`src/rtl/secstat_pkg.sv`:
```
package secstat_pkg;

    localparam int DWORD_W   = 32;
    localparam int LANE_W    = 8;
    localparam int NUM_LANES = DWORD_W / LANE_W;
    localparam int REG_W     = 16;
    localparam int REG_LSB   = 16;
    localparam int NUM_FLAGS = 5;

    // dword positions of the fixed fields
    localparam int POS_CAP66   = 21;
    localparam int POS_FASTB2B = 23;
    localparam int POS_TIMING  = 25;
    localparam logic [1:0] TIMING_MEDIUM = 2'b01;

    typedef enum int unsigned {
        FLG_PARITY  = 0,
        FLG_SIG_TA  = 1,
        FLG_RCV_TA  = 2,
        FLG_RCV_MA  = 3,
        FLG_SYSERR  = 4
    } flag_idx_e;

    typedef struct packed {
        logic syserr;
        logic rcv_ma;
        logic rcv_ta;
        logic sig_ta;
        logic parity;
    } sec_evt_t;

    // dword bit position of each sticky flag
    function automatic int flag_pos(input int idx);
        case (idx)
            FLG_PARITY: return 24;
            FLG_SIG_TA: return 27;
            FLG_RCV_TA: return 28;
            FLG_RCV_MA: return 29;
            default:    return 30;
        endcase
    endfunction

    function automatic logic [DWORD_W-1:0] w1c_mask();
        logic [DWORD_W-1:0] m;
        m = '0;
        for (int i = 0; i < NUM_FLAGS; i++) m[flag_pos(i)] = 1'b1;
        return m;
    endfunction

    function automatic logic [DWORD_W-1:0] lane_expand(input logic [NUM_LANES-1:0] be);
        logic [DWORD_W-1:0] m;
        for (int i = 0; i < DWORD_W; i++) m[i] = be[i / LANE_W];
        return m;
    endfunction

endpackage

```
`src/rtl/secstat_clear_decode.sv`:
```
module secstat_clear_decode
    import secstat_pkg::*;
(
    input  logic                  wr,
    input  logic [NUM_LANES-1:0]  be,
    input  logic [DWORD_W-1:0]    wdata,
    output logic [NUM_FLAGS-1:0]  clr
);
    logic [DWORD_W-1:0] hit;

    always_comb begin
        hit = {DWORD_W{wr}} & lane_expand(be) & wdata & w1c_mask();
    end

    for (genvar g = 0; g < NUM_FLAGS; g++) begin : g_clr
        localparam int POS = flag_pos(g);
        assign clr[g] = hit[POS];
    end
endmodule

```
`src/rtl/secstat_w1c_bit.sv`:
```
module secstat_w1c_bit (
    input  logic clk,
    input  logic rst,
    input  logic set,
    input  logic clr,
    output logic q
);
    always_ff @(posedge clk) begin
        if (rst)       q <= 1'b0;
        else if (set)  q <= 1'b1;
        else if (clr)  q <= 1'b0;
    end

    // an event wins over a clear in the same cycle
    assert_set_wins_R10: assert property (@(posedge clk) disable iff (rst)
        set |=> q);
    // a clear with no event empties the flag
    assert_clear_takes_R9: assert property (@(posedge clk) disable iff (rst)
        (clr && !set) |=> !q);
    // without event or clear the flag holds
    assert_flag_holds_R11: assert property (@(posedge clk) disable iff (rst)
        (!clr && !set) |=> $stable(q));
endmodule

```
`src/rtl/secstat_read_fmt.sv`:
```
module secstat_read_fmt
    import secstat_pkg::*;
(
    input  logic [NUM_FLAGS-1:0] flags,
    output logic [REG_W-1:0]     value
);
    logic [DWORD_W-1:0] dw;

    always_comb begin
        dw = '0;
        dw[POS_CAP66]                = 1'b1;
        dw[POS_FASTB2B]              = 1'b1;
        dw[POS_TIMING +: 2]          = TIMING_MEDIUM;
        for (int i = 0; i < NUM_FLAGS; i++) dw[flag_pos(i)] = flags[i];
        value = dw[REG_LSB +: REG_W];
    end
endmodule

```
`src/rtl/secstat_reg.sv`:
```
module secstat_reg
    import secstat_pkg::*;
(
    input  logic        clk,
    input  logic        rst,
    input  logic        cfg_wr,
    input  logic [3:0]  cfg_be,
    input  logic [31:0] cfg_wdata,
    input  logic        perr_resp_en,
    input  logic        ev_perr,
    input  logic        ev_sig_tabort,
    input  logic        ev_rcv_tabort,
    input  logic        ev_rcv_mabort,
    input  logic        ev_serr,
    output logic [15:0] rd_data
);
    sec_evt_t             evt;
    logic [NUM_FLAGS-1:0] set_v;
    logic [NUM_FLAGS-1:0] clr_v;
    logic [NUM_FLAGS-1:0] flag_q;

    always_comb begin
        evt.parity = ev_perr & perr_resp_en;
        evt.sig_ta = ev_sig_tabort;
        evt.rcv_ta = ev_rcv_tabort;
        evt.rcv_ma = ev_rcv_mabort;
        evt.syserr = ev_serr;
        set_v      = evt;
    end

    secstat_clear_decode u_clr (
        .wr    (cfg_wr),
        .be    (cfg_be),
        .wdata (cfg_wdata),
        .clr   (clr_v)
    );

    for (genvar g = 0; g < NUM_FLAGS; g++) begin : g_flag
        secstat_w1c_bit u_bit (
            .clk (clk),
            .rst (rst),
            .set (set_v[g]),
            .clr (clr_v[g]),
            .q   (flag_q[g])
        );
    end

    secstat_read_fmt u_fmt (
        .flags (flag_q),
        .value (rd_data)
    );

    // parity flag cannot rise unless the response enable qualified the pulse
    assert_parity_gated_R5: assert property (@(posedge clk) disable iff (rst)
        (!rd_data[8] && !(ev_perr && perr_resp_en)) |=> !rd_data[8]);
    // a system error pulse shows in the read value next cycle
    assert_syserr_seen_R8: assert property (@(posedge clk) disable iff (rst)
        ev_serr |=> rd_data[14]);
endmodule

```
`config.mk`:
```
export PLATFORM = sky130hd
export DESIGN_NAME = secstat_reg
export DESIGN_NICKNAME = d
export VERILOG_FILES = /design/src/rtl/secstat_pkg.sv /design/src/rtl/secstat_clear_decode.sv /design/src/rtl/secstat_w1c_bit.sv /design/src/rtl/secstat_read_fmt.sv /design/src/rtl/secstat_reg.sv
export SDC_FILE = /design/constraint.sdc
export NUM_CORES = 1
export LEC_CHECK = 0
export BUFFER_PORTS_ARGS = -buffer_cell sky130_fd_sc_hd__buf_2
export CORE_MARGIN = 3
export CORE_UTILIZATION = 22
export CTS_CLUSTER_SIZE = 16
export DETAILED_ROUTE_END_ITERATION = 16
export PLACE_DENSITY_LB_ADDON = 0.25
export SYNTH_ARGS = -nofsm -noshare
export SYNTH_HDL_FRONTEND = slang
export SYNTH_SLANG_ARGS = --single-unit
```
`constraint.sdc`:
```
create_clock -name clk -period 0.8 [get_ports clk]
set_input_delay 0.08 -clock clk [delete_from_list [all_inputs] [get_ports clk]]
set_output_delay 0.08 -clock clk [all_outputs]
set_load 0.1 [all_outputs]
```
**Word-level counts from Yosys, hierarchy flattened**

Index checks and enable logic that the tools add are counted.

- Flip-flop bits (word level): 5
- Input port bits: 45
- Output and inout port bits: 16
- Word-level logic and storage cells: 23

- Muxes and demuxes: 10
- Bitwise logic cells: 3
- Reductions and logical operators: 5

Operator list:

| cell | number |
|---|---|
| bitwise AND 31 bit | 2 |
| 2-to-1 mux 1 bit | 10 |
| nonzero test 2 bit | 5 |
| bitwise AND 1 bit | 1 |

**Depth between registers and ports, before layout**

- Depth after elaboration: 4
- Mapped depth: 2

**Modules after synthesis**

From an unflattened synthesis, not the netlist that was laid out.

- Cells, all modules: 44
- Area total of the unflattened synthesis: 359.1 µm²

Modules (own cells, without submodules):

| module | times used | cells an instance | area each (µm²) |
|---|---|---|---|
| secstat_w1c_bit | 5 | 4 | 38.8 |
| secstat_read_fmt | 1 | 18 | 127.6 |
| secstat_clear_decode | 1 | 5 | 31.3 |
| secstat_reg | 1 | 1 | 6.3 |

**Worst setup path before layout**

No wires, ideal clock.

- Path type: register to register
- Start point: reg g_flag[0].u_bit.q (netlist name)
- End point: reg g_flag[0].u_bit.q
- Library setup time: 74 ps
- Arrival: 654 ps
- Slack: 72 ps
- Cell stages (with the launch flop): 3
- Path buffers: 0
- Period minus slack after synthesis: 728 ps
- Cell sequence: dfxtp_1 > a21bo_2 > a31oi_1

RTL lines:

| element | RTL line | text |
|---|---|---|
| to (signal assigned) | secstat_w1c_bit.sv:9 | `if (rst) q <= 1'b0;` |
| to (signal assigned) | secstat_w1c_bit.sv:10 | `else if (set) q <= 1'b1;` |
| to (signal assigned) | secstat_w1c_bit.sv:11 | `else if (clr) q <= 1'b0;` |
| to (decl) | secstat_w1c_bit.sv:6 | `output logic q` |

**Worst setup path after layout**

- Start point: reg g_flag[0].u_bit.q
- End point: out rd_data[8]

RTL lines:

| element | RTL line | text |
|---|---|---|
| to (decl) | secstat_reg.sv:15 | `output logic [15:0] rd_data` |

No word-level cell between the ends.

==> reports/results.ini <==
[setup_path]
crit_fanout = 3
cp-start-kind = flip-flop
crit_type = reg -> out
worst_path_max_delay_cell = dfxtp_2
path_buf_inv = 1
cp_num_cells = 1
arrival_ps = 770
critPathMaxStageDelay_ps = 350
cp.required_ps = 720
cp_top_family = flip-flops
reg2reg_depth = 2
crit_chain = buf_12
cp-end-kind = output pin

[clocking]
cts_buffers = 3
path_clk_slew_ps = 40
htree_levels = 1
postCtsSetupBuffers = 0
tritoncts = done
hold_buffers = 0
cts_root_buf = clkbuf_4
worstSkewPairLatency_ps = 240
cts.path.max_buffers = 2
cts_sinks = 5

[cells_and_area]
antenna_cells = 0
top_register = g_flag.u_bit.q
drive_gt1_frac = 0.5091
final_area_um2 = 464.2
fin_util = 0.3438
layout_commonest_cell = buf_2
final_cell_mix = 14 x buf_2, 11 x conb_1, 5 x dfxtp_2, 5 x buf_12
syn_to_final_growth_pct = 41.06
top_regs = g_flag.u_bit.q (5)
largest_reg_flops = 5
final_nets = 101

[drt]
routed_wl_um = 618
first_iter_violations = 1
ant_nets = 0
drt-wirelength-per-cell_um = 8.829
vias = 272
via_per_inst = 3.886
dr.pass1.iters = 2
drc = 0

[grt]
use_met1 = 0.06731
grt_max_degree = 6
use_met2 = 0.1003
met3_usage = 0.02846
overflow = 0
antenna_found_initial = 0
grt_usage = 0.07013
grt_pass1_vias = 225
busiest_layer = met2
grt_pass1_wl_um = 910

[timing]
setup_tns_ps = -197.7
setup_slack_ps = -51.62
finalSetupViolCount = 5
hold_ws_ps = 68.05
min_period_ps = 851.6
skew_ps = 0
hold_viol = 0
slew_viol_final = 0
rsz0062_at_grt = true
fmax_ghz = 1.174
finalCritPeriodShare = 1.065

[placement]
placed_cell_area_um2 = 439.2
port_buffers = 19
gp_congestion = 0.7113
hpwl_um = 524.7
pre_cts_slack_ps = 68.33

[yosys]
ys_seq_elements = 5
ys_types = 10
avgSynthCellArea_um2 = 8.438
ys_seq_area_frac = 0.3042
syn_inst = 39
synthesis.area_um2 = 329.1
ys_warn_count = 0

[power_and_ir_drop]
p_comb_frac = 0.470
ir_drop_mv = 0.7342
swShare = 0.4753
clkPwrFrac = 0.263
p_sw_mw = 0.5258
p_int_mw = 0.5805
p_leak_nw = 0.2402
pwr-share-seq = 0.267
powerDensity_mw_per_mm2 = 2383

[die]
die-area_mm2 = 0.001996
die_h_um = 44.68
ios = 61
rows = 13
design.core.area_mm2 = 0.001350
die_x_um = 44.68
start_util = 0.2437

[run_status]
violations = setup timing
status = complete, but fails checks

[min_path]
worstHoldPathType = in -> reg
hold_depth = 2

[job]
drv_cap = 0

==> path summary, 6_finish.rpt <==
path / from / to / slack (ps)
setup / recovery: g_flag[0].u_bit.q / rd_data[8] / -50
hold / removal: rst / g_flag[0].u_bit.q / 70
setup reg to reg: g_flag[0].u_bit.q / g_flag[0].u_bit.q / 50
hold reg to reg: g_flag[4].u_bit.q / g_flag[4].u_bit.q / 510
==> per-stage QoR <==
step	instances	power, mW
final	70	1.106
after global routing	70	1.165
after CTS	70	1.126
after detailed placement	67	0.8219
after global placement	67	0.8206
after floorplan	48	0.7488
==> cell families (layout without fill, tap and decap cells) <==
family | after synthesis | in the layout | share of synthesized area
AOI/OAI and AO/OA | 2 | 2 | 0.04944
buffers and inverters | 16 | 23 | 0.3650
DFF | 5 | 5 | 0.3042
other | 2 | 11 | 0.02282
and+or+nand+nor | 14 | 14 | 0.2586
==> layout make-up <==
class,instances,area [µm²]
fill,148,885.9
timing repair buffer,19,170.2
multi-input combinational,27,142.6
sequential,5,106.4
clock buffer,4,26.28
tap,15,18.77
==> power groups by stage <==
stage / logic, mW / registers (mW) / clock network, mW
after floorplan: 0.466 / 0.282 / 0
after global placement: 0.529 / 0.292 / 0
after detailed placement: 0.530 / 0.292 / 0
after CTS: 0.522 / 0.295 / 0.309
after global routing: 0.533 / 0.298 / 0.334
final: 0.520 / 0.295 / 0.291
==> layer usage <==
layer | part of all wire | up-vias
met5 | 0 | -
met4 | 0.028 | 0
met3 | 0.18 | 2
met2 | 0.45 | 21
met1 | 0.34 | 114
li1 | - | 135
==> repair_timing <==
action                                  CTS  global route
cloned                                    0             0
resized for setup                         5             0
endpoints found under the setup margin    5             6
pin swaps                                 0             1
==> synthesized netlist by cell type, drive strengths merged <==
master	number	area, µm²
a31oi	1	6.260
nor2	4	15.01
nand2b	1	6.260
buf	16	120.1
dfxtp	5	100.1
nand2	1	3.750
a21bo	1	10.01
nor3	4	20.02
conb	2	7.510
and4b	4	40.04
Note: power is estimated with default switching activity, not from simulation.
